==> src/rtl/tdc_enc_pkg.sv <==
package tdc_enc_pkg;
  // strobes from control to datapath
  typedef struct packed {
    logic load;   // capture a new code/flag this edge
  } encStrobe_t;
endpackage

==> src/rtl/tdc_enc_ctrl.sv <==
module tdc_enc_ctrl
  import tdc_enc_pkg::*;
(
  input  logic       clk,
  input  logic       rstN,
  input  logic       sampleValid,
  output encStrobe_t strobe,
  output logic       validQ
);
  always_comb begin
    strobe.load = sampleValid;
  end

  always_ff @(posedge clk or negedge rstN) begin
    if (!rstN) validQ <= 1'b0;
    else       validQ <= sampleValid;
  end
endmodule

==> src/rtl/tdc_enc_datapath.sv <==
module tdc_enc_datapath
  import tdc_enc_pkg::*;
#(
  parameter int NUM_TAPS = 16,
  parameter int CODE_W   = 5
) (
  input  logic                clk,
  input  logic                rstN,
  input  encStrobe_t          strobe,
  input  logic [NUM_TAPS-1:0] taps,
  output logic [CODE_W-1:0]   codeQ,
  output logic                satQ
);
  localparam int IDX_W    = $clog2(NUM_TAPS);
  localparam int WIDE_W   = ((IDX_W > CODE_W) ? IDX_W : CODE_W) + 1;
  localparam int MAX_CODE = (1 << CODE_W) - 1;

  logic [NUM_TAPS-1:0] normBits;
  logic [NUM_TAPS-1:0] hitBits;

  // polarity undo and per-position edge test
  for (genvar i = 0; i < NUM_TAPS; i++) begin : g_tap
    if (i % 2 == 1) begin : g_odd
      assign normBits[i] = ~taps[i];
    end else begin : g_even
      assign normBits[i] = taps[i];
    end

    if (i == 0) begin : g_first
      assign hitBits[i] = 1'b0;
    end else if (i == NUM_TAPS - 1) begin : g_last
      assign hitBits[i] = normBits[i-1] & ~normBits[i];
    end else begin : g_mid
      // a 0 followed by a 1 is a bubble, not the edge
      assign hitBits[i] = normBits[i-1] & ~normBits[i] & ~normBits[i+1];
    end
  end

  logic             found;
  logic [IDX_W-1:0] edgePos;

  always_comb begin
    found   = 1'b0;
    edgePos = '0;
    for (int i = NUM_TAPS - 1; i >= 0; i--) begin
      if (hitBits[i]) begin
        found   = 1'b1;
        edgePos = IDX_W'(i);
      end
    end
  end

  logic [WIDE_W-1:0] posWide;
  logic              overRange;
  logic              satNext;
  logic [CODE_W-1:0] codeNext;

  always_comb begin
    posWide   = WIDE_W'(edgePos);
    overRange = posWide > WIDE_W'(MAX_CODE);
    satNext   = !found || overRange;
    codeNext  = satNext ? CODE_W'(MAX_CODE) : CODE_W'(edgePos);
  end

  always_ff @(posedge clk or negedge rstN) begin
    if (!rstN) begin
      codeQ <= '0;
      satQ  <= 1'b0;
    end else if (strobe.load) begin
      codeQ <= codeNext;
      satQ  <= satNext;
    end
  end
endmodule

==> src/rtl/tdc_edge_encoder.sv <==
module tdc_edge_encoder
  import tdc_enc_pkg::*;
#(
  parameter int NUM_TAPS = 16,
  parameter int CODE_W   = 5
) (
  input  logic                clk,
  input  logic                rstN,
  input  logic                sampleValid,
  input  logic [NUM_TAPS-1:0] taps,
  output logic                outValid,
  output logic [CODE_W-1:0]   phaseCode,
  output logic                saturated
);
  encStrobe_t strobe;

  tdc_enc_ctrl u_ctrl (
    .clk        (clk),
    .rstN       (rstN),
    .sampleValid(sampleValid),
    .strobe     (strobe),
    .validQ     (outValid)
  );

  tdc_enc_datapath #(
    .NUM_TAPS(NUM_TAPS),
    .CODE_W  (CODE_W)
  ) u_dp (
    .clk   (clk),
    .rstN  (rstN),
    .strobe(strobe),
    .taps  (taps),
    .codeQ (phaseCode),
    .satQ  (saturated)
  );
endmodule

==> config.mk <==
export PLATFORM = sky130hd
export DESIGN_NAME = tdc_edge_encoder
export DESIGN_NICKNAME = d
export VERILOG_FILES = /design/src/rtl/tdc_enc_pkg.sv /design/src/rtl/tdc_enc_ctrl.sv /design/src/rtl/tdc_enc_datapath.sv /design/src/rtl/tdc_edge_encoder.sv
export SDC_FILE = /design/constraint.sdc
export NUM_CORES = 1
export LEC_CHECK = 0
export BUFFER_PORTS_ARGS = -buffer_cell sky130_fd_sc_hd__buf_4
export CAP_MARGIN = 5
export CELL_PAD_IN_SITES_DETAIL_PLACEMENT = 0
export CELL_PAD_IN_SITES_GLOBAL_PLACEMENT = 1
export CORE_UTILIZATION = 32
export DETAILED_ROUTE_END_ITERATION = 16
export HOLD_SLACK_MARGIN = 0.06
export PLACE_DENSITY_LB_ADDON = 0.05
export RECOVER_POWER = 50
export SLEW_MARGIN = 0
export SYNTH_ARGS = -nofsm -noshare
export SYNTH_HDL_FRONTEND = slang
export SYNTH_HIERARCHICAL = 1
export SYNTH_SLANG_ARGS = --single-unit
==> constraint.sdc <==
create_clock -name clk -period 1.61 [get_ports clk]
set_input_delay 0.322 -clock clk [delete_from_list [all_inputs] [get_ports clk]]
set_output_delay 0.322 -clock clk [all_outputs]
set_load 0.005 [all_outputs]
Word-level counts from Yosys, hierarchy flattened:

Index checks and enable logic that the tools add are counted.

* reduce and logical (&&, ||, !) cells: 1
* mux-type cells: 31
* bitwise operators: 43

Operators by type and width (number)
* $mux W4: 15
* $and A1 B1 Y1: 29
* $mux W1: 15
* $not A1 Y1: 14
* $mux W5: 1
* $logic_not A1 Y1: 1

* logic and storage cells: 78
* output and inout bits: 7
* input bits: 19
* register bits after elaboration: 7

Logic depth before layout (Yosys ltp):

Gate-level depths: netlist (run 1).

* depth in word-level cells: 18
* mapped depth: 5
* gate-level depth less buffers: 5

Hierarchy:

Netlist (run 1), hierarchy kept.

By module, submodules not included
* tdc_enc_datapath: sequential area each 125.1 um^2, cells an instance 65, area an instance 481.7 um^2, times used 1
* tdc_enc_ctrl: sequential area each 25.0 um^2, cells an instance 2, area an instance 32.5 um^2, times used 1

Least setup slack after synthesis (run 1):

Ideal clock, no wire load.

* path type: input port to flip-flop
* start: input taps[2]
* end: register u_dp.codeQ[1]
* path buffers: 0
* data required time: 1520 ps
* data arrival time: 1191 ps
* library setup time: 90 ps
* path slack: 329 ps
* stages on the path: 5
* path through: nor2b_1 o21ai_0 nand2_1 or3_1 o221ai_1

* cells in the longest elaborated chain, start to end: 6

Ends and longest elaborated chain
* start, declared: line tdc_edge_encoder.sv:10 `input logic [NUM_TAPS-1:0] taps,`
* $and A1 B1 Y1 / $not A1 Y1 (equally long branches): line tdc_enc_datapath.sv:35 `assign hitBits[i] = normBits[i-1] & ~normBits[i] & ~normBits[i+1];`
* $and A1 B1 Y1: line tdc_enc_datapath.sv:35
* $mux W4, or another cell as far along: line tdc_enc_datapath.sv:46 `if (hitBits[i]) begin`
* $mux W4 / $mux W1 (equally long branches) (2 in series): line tdc_enc_datapath.sv:46
* $mux W5 *: line tdc_enc_datapath.sv:62 `codeNext = satNext ? CODE_W'(MAX_CODE) : CODE_W'(edgePos);`
* end signal, assigned: line tdc_enc_datapath.sv:70 `codeQ <= codeNext;`
* end, declared: line tdc_enc_datapath.sv:11 `output logic [CODE_W-1:0] codeQ,`

Mark *: on every way between the ends. The rest lies on a longest branch, timed or not.
A chain may end at the register's enable or synchronous reset.

Worst setup path after layout (run 1):

* start: input taps[6]
* end: register u_dp.codeQ[1]

* cells in the longest elaborated chain, start to end: 10

Ends and longest elaborated chain (line)
* $and A1 B1 Y1 / $not A1 Y1 (equally long branches): tdc_enc_datapath.sv:35
* $and A1 B1 Y1: tdc_enc_datapath.sv:35
* $mux W4, or another cell as far along: tdc_enc_datapath.sv:46
* $mux W4 / $mux W1 (equally long branches) (6 in series): tdc_enc_datapath.sv:46
* $mux W5 *: tdc_enc_datapath.sv:62

Marked as above.

==> impl_metrics.ini, run 1 <==
[outcome]
status = completed

[layout]
finish.net_count = 115
multi_input_area_sq_um = 323
syn2layout_area_growth_pct = 40.9
drive_gt1_share_pct = 30.9
fill_cells = 154
final_cell_mix = 21 x buf_4, 8 x nand2_1, 7 x inv_1, 7 x nor2_1
area.sequential_sq_um = 150
antenna_cells = 0
final_cells = 110
layout_commonest_cell = buf_4
final_util_pct = 48.1

[power]
combPwrFrac_pct = 35.3
clkPwrFrac_pct = 27.5
power.total_mw = 0.485
p_sw_share_pct = 28.6
p_sw_mw = 0.139
power_frac_seq_pct = 37.1
max-vdd-ir-drop_v = 0.000337
leakage_nw = 0.350
p_int_mw = 0.346
power_density_nw_per_um2 = 670

[critical_path]
cp_cell_sequence = clkbuf_1, nor2_1, o21ai_0, nand2_1, or3_1, o221ai_1
critical_path.max_fanout = 5
path_delay_family = simple AND/OR/NAND/NOR gates
crit_path_end_kind = register
crit_path_start_kind = primary input
crit_arrival_ns = 1.44
crit_required_ns = 1.76
crit_type = in -> reg
cp_slowest_cell = or3_1
path_buf_inv = 1
cp_slowest_stage_delay_ns = 0.41
r2r_cells = 2
path_depth = 6

[route]
wl_per_cell_microns = 10.8
first_pass_iters = 4
postRouteAntennaNets = 0
via_count = 574
routed_wl_microns = 1190
drc_errors = 0
routed_via_density = 5.22
drt_iter0_markers = 13

[global_routing]
gr-usage-all-layers_pct = 15.5
grt.busiest_layer = met2
gr-total-overflow = 0
grt_max_degree = 9
grt_pass1_vias = 534
antenna_found_initial = 0
grt_use_met3_pct = 7.33
met2_usage_pct = 22.5
use_met1_pct = 20.8
grt_first_pass_wirelength_microns = 2100

[placement]
port-buffer-count = 25
dp_cells = 106
dp_slack_ns = 0.0602
dpl.hpwl_microns = 996
gp_congestion = 0.731

[hold_path]
whs_path_depth = 1
hold_path_class = in -> reg

[logic_synthesis]
synthFlopType = dfrtp_1
synthesis.area_sq_um = 514
ys_ff_latch = 6
yosysWarnings = 6
ys_seq_area_share_pct = 29.2
async_flop_share_pct = 100
ys_types = 31
synth_nets = 86
synth_edf_count = 0
avgSynthCellArea_sq_um = 7.68
syn_inst = 67

[floorplanning]
ios = 26
start_util_pct = 34.1
dieArea_sq_um = 1770
die_h_microns = 42.1
dieWidth_microns = 42.1
coreArea_sq_um = 1510
rows = 14

[timing]
fin_tns_setup_ns = 0
slew_headroom_pct = 80.0
finalWorstSetupSlack_ns = 0.320
setup_viol = 0
fin_crit_ns = 1.29
slew_viol_final = 0
finClkSkew_ns = 0
fin_crit_sh_pct = 80.1
rsz0062_at_grt = false
finalHoldViolCount = 0
fmax_mhz = 775
worst_pin_slew_ns = 0.297

[clock_network]
cts_root_buffer = clkbuf_4
ctsResizeCount = 0
clock_latency_ns = 0.24
cts_buffer_depth = 2
htreeDepth = 1
clk_pin_slew_worst_paths_ns = 0.04
cts-buffers-inserted = 3
cts_tree = built
clock_sinks = 6

[run]
maxCapViolations = 0
-- cells in the mapped netlist, drive strengths merged (2+ instances only) --
cell	instances	area (sq um)
a21oi	3	15.0
nand3	3	20.0
o21ai	7	35.0
nor2	7	26.3
dfrtp	6	150
buf	2	15.0
inv	7	26.3
a32oi	2	25.0
nand2	8	30.0
o22ai	2	12.5
a22oi	2	15.0
nand2b	2	15.0
nor2b	2	12.5
-- cell type report --
| cell class | instances | area share, % |
|---|---|---|
| Sequential cell | 6 | 20.7 |
| Tap cell | 16 | 2.76 |
| Inverter | 7 | 3.63 |
| Timing Repair Buffer | 26 | 25.2 |
| Multi-Input combinational cell | 52 | 44.6 |
| Clock buffer | 3 | 3.11 |
-- registers in the layout, summed over array words and instances (netlist names) --
register,flops
u_ctrl/validQ,1
u_dp/codeQ,5
-- cells by family after synthesis --
| family | count (synthesis) | synth area share (%) |
|---|---|---|
| compound gates | 23 | 31.9 |
| mux | 1 | 1.95 |
| buf+inv | 9 | 8.03 |
| simple gates | 28 | 29.0 |
| flops | 6 | 29.2 |
-- final timing paths --
path | start | end | slack, ns
max in group asynchronous | rstN | u_ctrl/validQ$_DFF_PN0_ | 0.89
hold / removal | sampleValid | u_ctrl/validQ$_DFF_PN0_ | 0.33
setup reg to reg | u_dp/codeQ[1]$_DFFE_PN0P_ | u_dp/codeQ[1]$_DFFE_PN0P_ | 0.92
setup / recovery | taps[6] | u_dp/codeQ[1]$_DFFE_PN0P_ | 0.32
min in group asynchronous | rstN | u_dp/codeQ[1]$_DFFE_PN0P_ | 0.48
hold reg to reg | u_dp/codeQ[0]$_DFFE_PN0P_ | u_dp/codeQ[0]$_DFFE_PN0P_ | 0.51
-- timing repair --
| item | in CTS | in global routing |
|---|---|---|
| buffers inserted | 0 | 0 |
| hold buffers | 1 | 0 |
| hold endpoints to repair | 6 | 0 |
-- routing by layer --
layer	up-vias	share of wire, %
li1	303	-
met1	253	51
met2	18	43
met4	0	0
met5	-	0
met3	0	5.8
-- stage by stage --
step                hold WS (ns)  area, sq um
floorplan                 0.0264          514
CTS                        0.240          739
detailed placement         0.132          707
finish                     0.330          724
global placement           0.131          707
global route               0.324          724
-- power by group through the flow --
stage	clock network [mW]	registers, mW	logic (mW)
3_3_place_gp	0	0.180	0.175
2_1_floorplan	0	0.183	0.0804
4_1_cts	0.142	0.181	0.177
5_1_grt	0.157	0.183	0.192
3_5_place_dp	0	0.182	0.175
6_report	0.134	0.180	0.172
No activity file was read; power rests on OpenSTA's default activity.
==> inputs of run 2 (changes only) <==
--- a/config.mk
+++ b/config.mk
@@ -9,7 +9,7 @@
 export CAP_MARGIN = 5
 export CELL_PAD_IN_SITES_DETAIL_PLACEMENT = 0
 export CELL_PAD_IN_SITES_GLOBAL_PLACEMENT = 1
-export CORE_UTILIZATION = 32
+export CORE_UTILIZATION = 29
 export DETAILED_ROUTE_END_ITERATION = 16
 export HOLD_SLACK_MARGIN = 0.06
 export PLACE_DENSITY_LB_ADDON = 0.05
==> constraint.sdc (replaced) <==
create_clock -name clk -period 1.2 [get_ports clk]
set_input_delay 0.24 -clock clk [delete_from_list [all_inputs] [get_ports clk]]
set_output_delay 0.24 -clock clk [all_outputs]
set_load 0.005 [all_outputs]
==> impl_metrics.ini, run 2 (synthesized netlist as in run 1, its figures left out) <==
[route]
first_pass_iters = 10
maxUsedRoutingLayer = met3
drt_iter0_markers = 7
wl_per_cell_microns = 10.9
postRouteAntennaNets = 0
via_count = 629
routed_wl_microns = 1380
wl_met2_microns = 612
route.met3.wl_microns = 71
drc_errors = 2
drt-met1-wl_microns = 696
routed_via_density = 4.95

[critical_path]
r2r_setup_slack_ns = 0.52
critical_path.max_fanout = 4
cp_slowest_cell = a32o_1
cp_slowest_stage_delay_ns = 0.24
crit_path_end_kind = register
crit_path_start_kind = primary input
worstSetupEndpoint = u_dp/codeQ[1]$_DFFE_PN0P_
crit_type = in -> reg
crit_arrival_ns = 1.23
reg2reg_to = u_dp/codeQ[1]$_DFFE_PN0P_
cp_cell_sequence = buf_4, nand2b_2, buf_4, a32o_1, a31oi_1, o221ai_1
crit_required_ns = 1.30
r2r_cells = 2
path_common_cell = buf_4
r2r_start = u_dp/codeQ[1]$_DFFE_PN0P_
startpoint = taps[10]

[timing]
worst_pin_slew_ns = 0.343
fin_crit_ns = 1.13
hold_slack_ns = 0.354
fin_crit_sh_pct = 94.4
finClkSkew_ns = 0
slew_viol_final = 0
finalHoldViolCount = 0
rsz0062_at_grt = false
setup_viol = 0
fmax_mhz = 883
finalWorstSetupSlack_ns = 0.0671
slew_headroom_pct = 77.1

[global_routing]
antenna_found_initial = 0
grt_max_degree = 8
grt_first_pass_wirelength_microns = 2300
grt_pass1_vias = 597
gr-usage-all-layers_pct = 15.8
gr-total-overflow = 0

[outcome]
violations = design-rule violations
status = finished with violations

[clock_network]
cts_tree = built
clk_pin_slew_worst_paths_ns = 0.04
postCtsSetupRepairBufs = 0
cts-buffers-inserted = 3
htreeDepth = 1
clock_sinks = 6
clock_latency_ns = 0.24
cts_root_buffer = clkbuf_4
cts_buffer_depth = 2

[layout]
finish.net_count = 132
syn2layout_area_growth_pct = 67.9
layout_commonest_cell = buf_4
final_util_pct = 54.8
fill_cells = 161
drive_gt1_share_pct = 44.1
largestRegisters = u_dp/codeQ: 5 flops, u_ctrl/validQ: 1 flops
largest_reg_flops = 5
antenna_cells = 0
top_register = u_dp/codeQ
final_cell_mix = 39 x buf_4, 8 x nand2_1, 7 x inv_1, 7 x nor2_1, 6 x dfrtp_1

[floorplanning]
rows = 14
dieArea_sq_um = 1950
start_util_pct = 32.6
ios = 26
dieWidth_microns = 44.1
coreArea_sq_um = 1580
die_h_microns = 44.1

[placement]
dp_slack_ns = -0.252
port-buffer-count = 25
gp_congestion = 0.762

[run]
maxCapViolations = 0

[power]
max-vdd-ir-drop_v = 0.000531
leakage_nw = 0.439
power_density_nw_per_um2 = 820

[hold_path]
hold_path_class = in -> reg
run 2: changes by cell type in the layout (fill, tap and decap cells not counted):
cell	change
o21ai_2	+1
buf_4	+18
o21ai_0	-2
clkbuf_1	-2
clkbuf_4	+1
o21ai_1	+1
run 2: report_power, final:
group | internal (mW) | switching [mW] | leakage, nW
registers | 0.228 | 0.0144 | 0.0727
clock network | 0.113 | 0.0689 | 0.0138
logic | 0.167 | 0.117 | 0.352
run 2: repair_timing:
action / CTS / global route
pin swaps: 0 / 1
resized for setup: 1 / 2
endpoints found under the hold margin: 6 / 0
setup endpoints to repair: 1 / 3
hold buffers: 1 / 0
gates cloned: 0 / 0
run 2: cell type report:
cell class                 instances  area, sq um  area share, %
tap                               16         20.0           2.32
timing repair buffer              43          318           36.8
inverter                           7         26.3           3.04
clock buffer                       3         22.5           2.61
sequential                         6          150           17.4
multi-input combinational         52          327           37.8
run 2: how the worst min path moves through the flow:
stage	end	slack, ns	from	cells after the start
after floorplan	u_ctrl/validQ$_DFF_PN0_	-0.06	rstN	0
after global placement	u_dp/codeQ[0]$_DFFE_PN0P_	0.05	rstN	1
after detailed placement	u_dp/codeQ[0]$_DFFE_PN0P_	0.05	rstN	1
after CTS	u_ctrl/validQ$_DFF_PN0_	0.25	sampleValid	2
after global routing	u_ctrl/validQ$_DFF_PN0_	0.36	sampleValid	2
final	u_ctrl/validQ$_DFF_PN0_	0.35	sampleValid	2
run 2: stage by stage:
stage | power, mW | cells | setup TNS [ns] | instance area (sq um)
6_report | 0.708 | 127 | 0 | 863
5_1_grt | 0.768 | 127 | 0 | 863
4_1_cts | 0.723 | 127 | 0 | 867
3_5_place_dp | 0.528 | 123 | -0.795 | 835
3_3_place_gp | 0.526 | 123 | -0.788 | 835
2_1_floorplan | 0.353 | 67 | 0 | 514
run 2: metal layers:
metal	GRT usage, %	vias up
li1	-	335
met1	20.8	279
met2	25.0	15
met3	2.86	0
met4	7.27	0
met5	0	-
run 2: critical path, delay by kind of cell:
| family | cells | cell delay [ns] |
|---|---|---|
| AND/OR/NAND/NOR | 1 | 0.18 |
| AO/OA/AOI/OAI | 3 | 0.56 |
| buffers and inverters | 2 | 0.26 |
==> inputs of run 3 (changes only) <==
--- a/config.mk
+++ b/config.mk
@@ -5,7 +5,7 @@
 export SDC_FILE = /design/constraint.sdc
 export NUM_CORES = 1
 export LEC_CHECK = 0
-export BUFFER_PORTS_ARGS = -buffer_cell sky130_fd_sc_hd__buf_4
+export BUFFER_PORTS_ARGS = -buffer_cell sky130_fd_sc_hd__clkbuf_2
 export CAP_MARGIN = 5
 export CELL_PAD_IN_SITES_DETAIL_PLACEMENT = 0
 export CELL_PAD_IN_SITES_GLOBAL_PLACEMENT = 1
==> impl_metrics.ini, run 3 (synthesized netlist as in run 1, its figures left out) <==
[critical_path]
crit_path_start_kind = primary input
crit_arrival_ns = 1.31
crit_type = in -> reg
cp_slowest_cell = or3_4
crit_path_end_kind = register
cp_slowest_stage_delay_ns = 0.39
crit_required_ns = 1.36
critical_path.max_fanout = 5
cp_cell_sequence = buf_8, nand2b_4, a32oi_4, nand3_2, or3_4, o221ai_2

[outcome]
violations = design-rule violations
status = finished with violations

[clock_network]
cts-buffers-inserted = 3
clock_sinks = 6
cts_buffer_depth = 2
htreeDepth = 1
cts_tree = built
clk_pin_slew_worst_paths_ns = 0.04
cts_root_buffer = clkbuf_4
clock_latency_ns = 0.24

[global_routing]
antenna_found_initial = 0
gr-usage-all-layers_pct = 15.8
grt_pass1_vias = 553
grt_first_pass_wirelength_microns = 2320
grt_max_degree = 8
gr-total-overflow = 0

[route]
postRouteAntennaNets = 0
drc_errors = 2
drt_iter0_markers = 10
first_pass_iters = 10
routed_via_density = 4.89
via_count = 631
routed_wl_microns = 1480
wl_per_cell_microns = 11.5

[timing]
worst_pin_slew_ns = 0.367
fin_crit_sh_pct = 96.5
slew_viol_final = 0
fin_tns_setup_ns = 0
fmax_mhz = 864
finClkSkew_ns = 0
slew_headroom_pct = 75.5
fin_crit_ns = 1.16
setup_viol = 0
finalHoldViolCount = 0
finalWorstSetupSlack_ns = 0.0424

[placement]
gp_congestion = 0.755
placed_area_sq_um = 772
port-buffer-count = 25
dp_slack_ns = -0.220
dpl.hpwl_microns = 1120

[layout]
finish.net_count = 134
drive_gt1_share_pct = 48.7
layout_commonest_cell = clkbuf_2
final_util_pct = 56.0
final_cell_mix = 22 x clkbuf_2, 18 x buf_4, 8 x nand2_1
largest_reg_flops = 5
largestRegisters = u_dp/codeQ: 5 flops, u_ctrl/validQ: 1 flops
fin_area_sq_um = 882
top_register = u_dp/codeQ
syn2layout_area_growth_pct = 71.5
antenna_cells = 0

[power]
power.total_mw = 0.716
leakage_nw = 0.448
power_density_nw_per_um2 = 812
max-vdd-ir-drop_v = 0.000703

[floorplanning]
coreArea_sq_um = 1580
die_h_microns = 44.1
start_util_pct = 32.6
rows = 14
ios = 26
dieWidth_microns = 44.1
dieArea_sq_um = 1950

[run]
maxCapViolations = 0

[hold_path]
hold_path_class = in -> reg
-- run 3: worst max-delay path: cells and delay by family --
family                 cells  cell delay, ns
AO/OA/AOI/OAI              2            0.31
AND/OR/NAND/NOR            3            0.66
buffers and inverters      1            0.10
-- run 3: report_power, final --
| group | internal (mW) | total, mW | switching [mW] |
|---|---|---|---|
| Clock | 0.113 | 0.180 | 0.0674 |
| Sequential | 0.228 | 0.240 | 0.0124 |
| Combinational | 0.161 | 0.296 | 0.136 |
-- run 3: path summary, 6_finish.rpt --
path,startpoint,to,slack [ns],cells past startpoint
min in group asynchronous,rstN,u_dp/codeQ[0]$_DFFE_PN0P_,0.40,2
max,taps[10],u_dp/codeQ[1]$_DFFE_PN0P_,0.04,6
max reg2reg,u_dp/codeQ[0]$_DFFE_PN0P_,u_dp/codeQ[0]$_DFFE_PN0P_,0.52,1
max in group asynchronous,rstN,u_dp/codeQ[2]$_DFFE_PN0P_,0.55,2
min reg2reg,u_dp/codeQ[0]$_DFFE_PN0P_,u_dp/codeQ[0]$_DFFE_PN0P_,0.51,1
min,sampleValid,u_ctrl/validQ$_DFF_PN0_,0.39,2
-- run 3: repair_timing --
action,CTS,global route
setup buffers,0,2
gates resized for setup,0,19
hold buffers,1,0
endpoints found under the setup margin,0,3
endpoints found under the hold margin,6,0
-- run 3: metrics by stage --
stage	hold WS, ns	cells
floorplan	-0.0556	67
finish	0.390	129
global route	0.405	129
CTS	0.266	127
global placement	0.0732	123
detailed placement	0.0756	123
-- run 3: per-layer routing --
layer | global-route usage [%] | wire, microns | up-vias
met5 | 0 | 0 | -
met4 | 1.82 | 0 | 0
met3 | 4.90 | 62 | 0
met2 | 22.4 | 698 | 17
met1 | 24.2 | 722 | 278
li1 | - | - | 336
-- run 3: area by class of cell --
cell class	instances	area, sq um
clock buffers	3	22.5
fillers	167	694
inverters	7	26.3
multi-input cells	52	374
flip-flops and latches	6	150
well taps	16	20.0
repair buffers	45	289
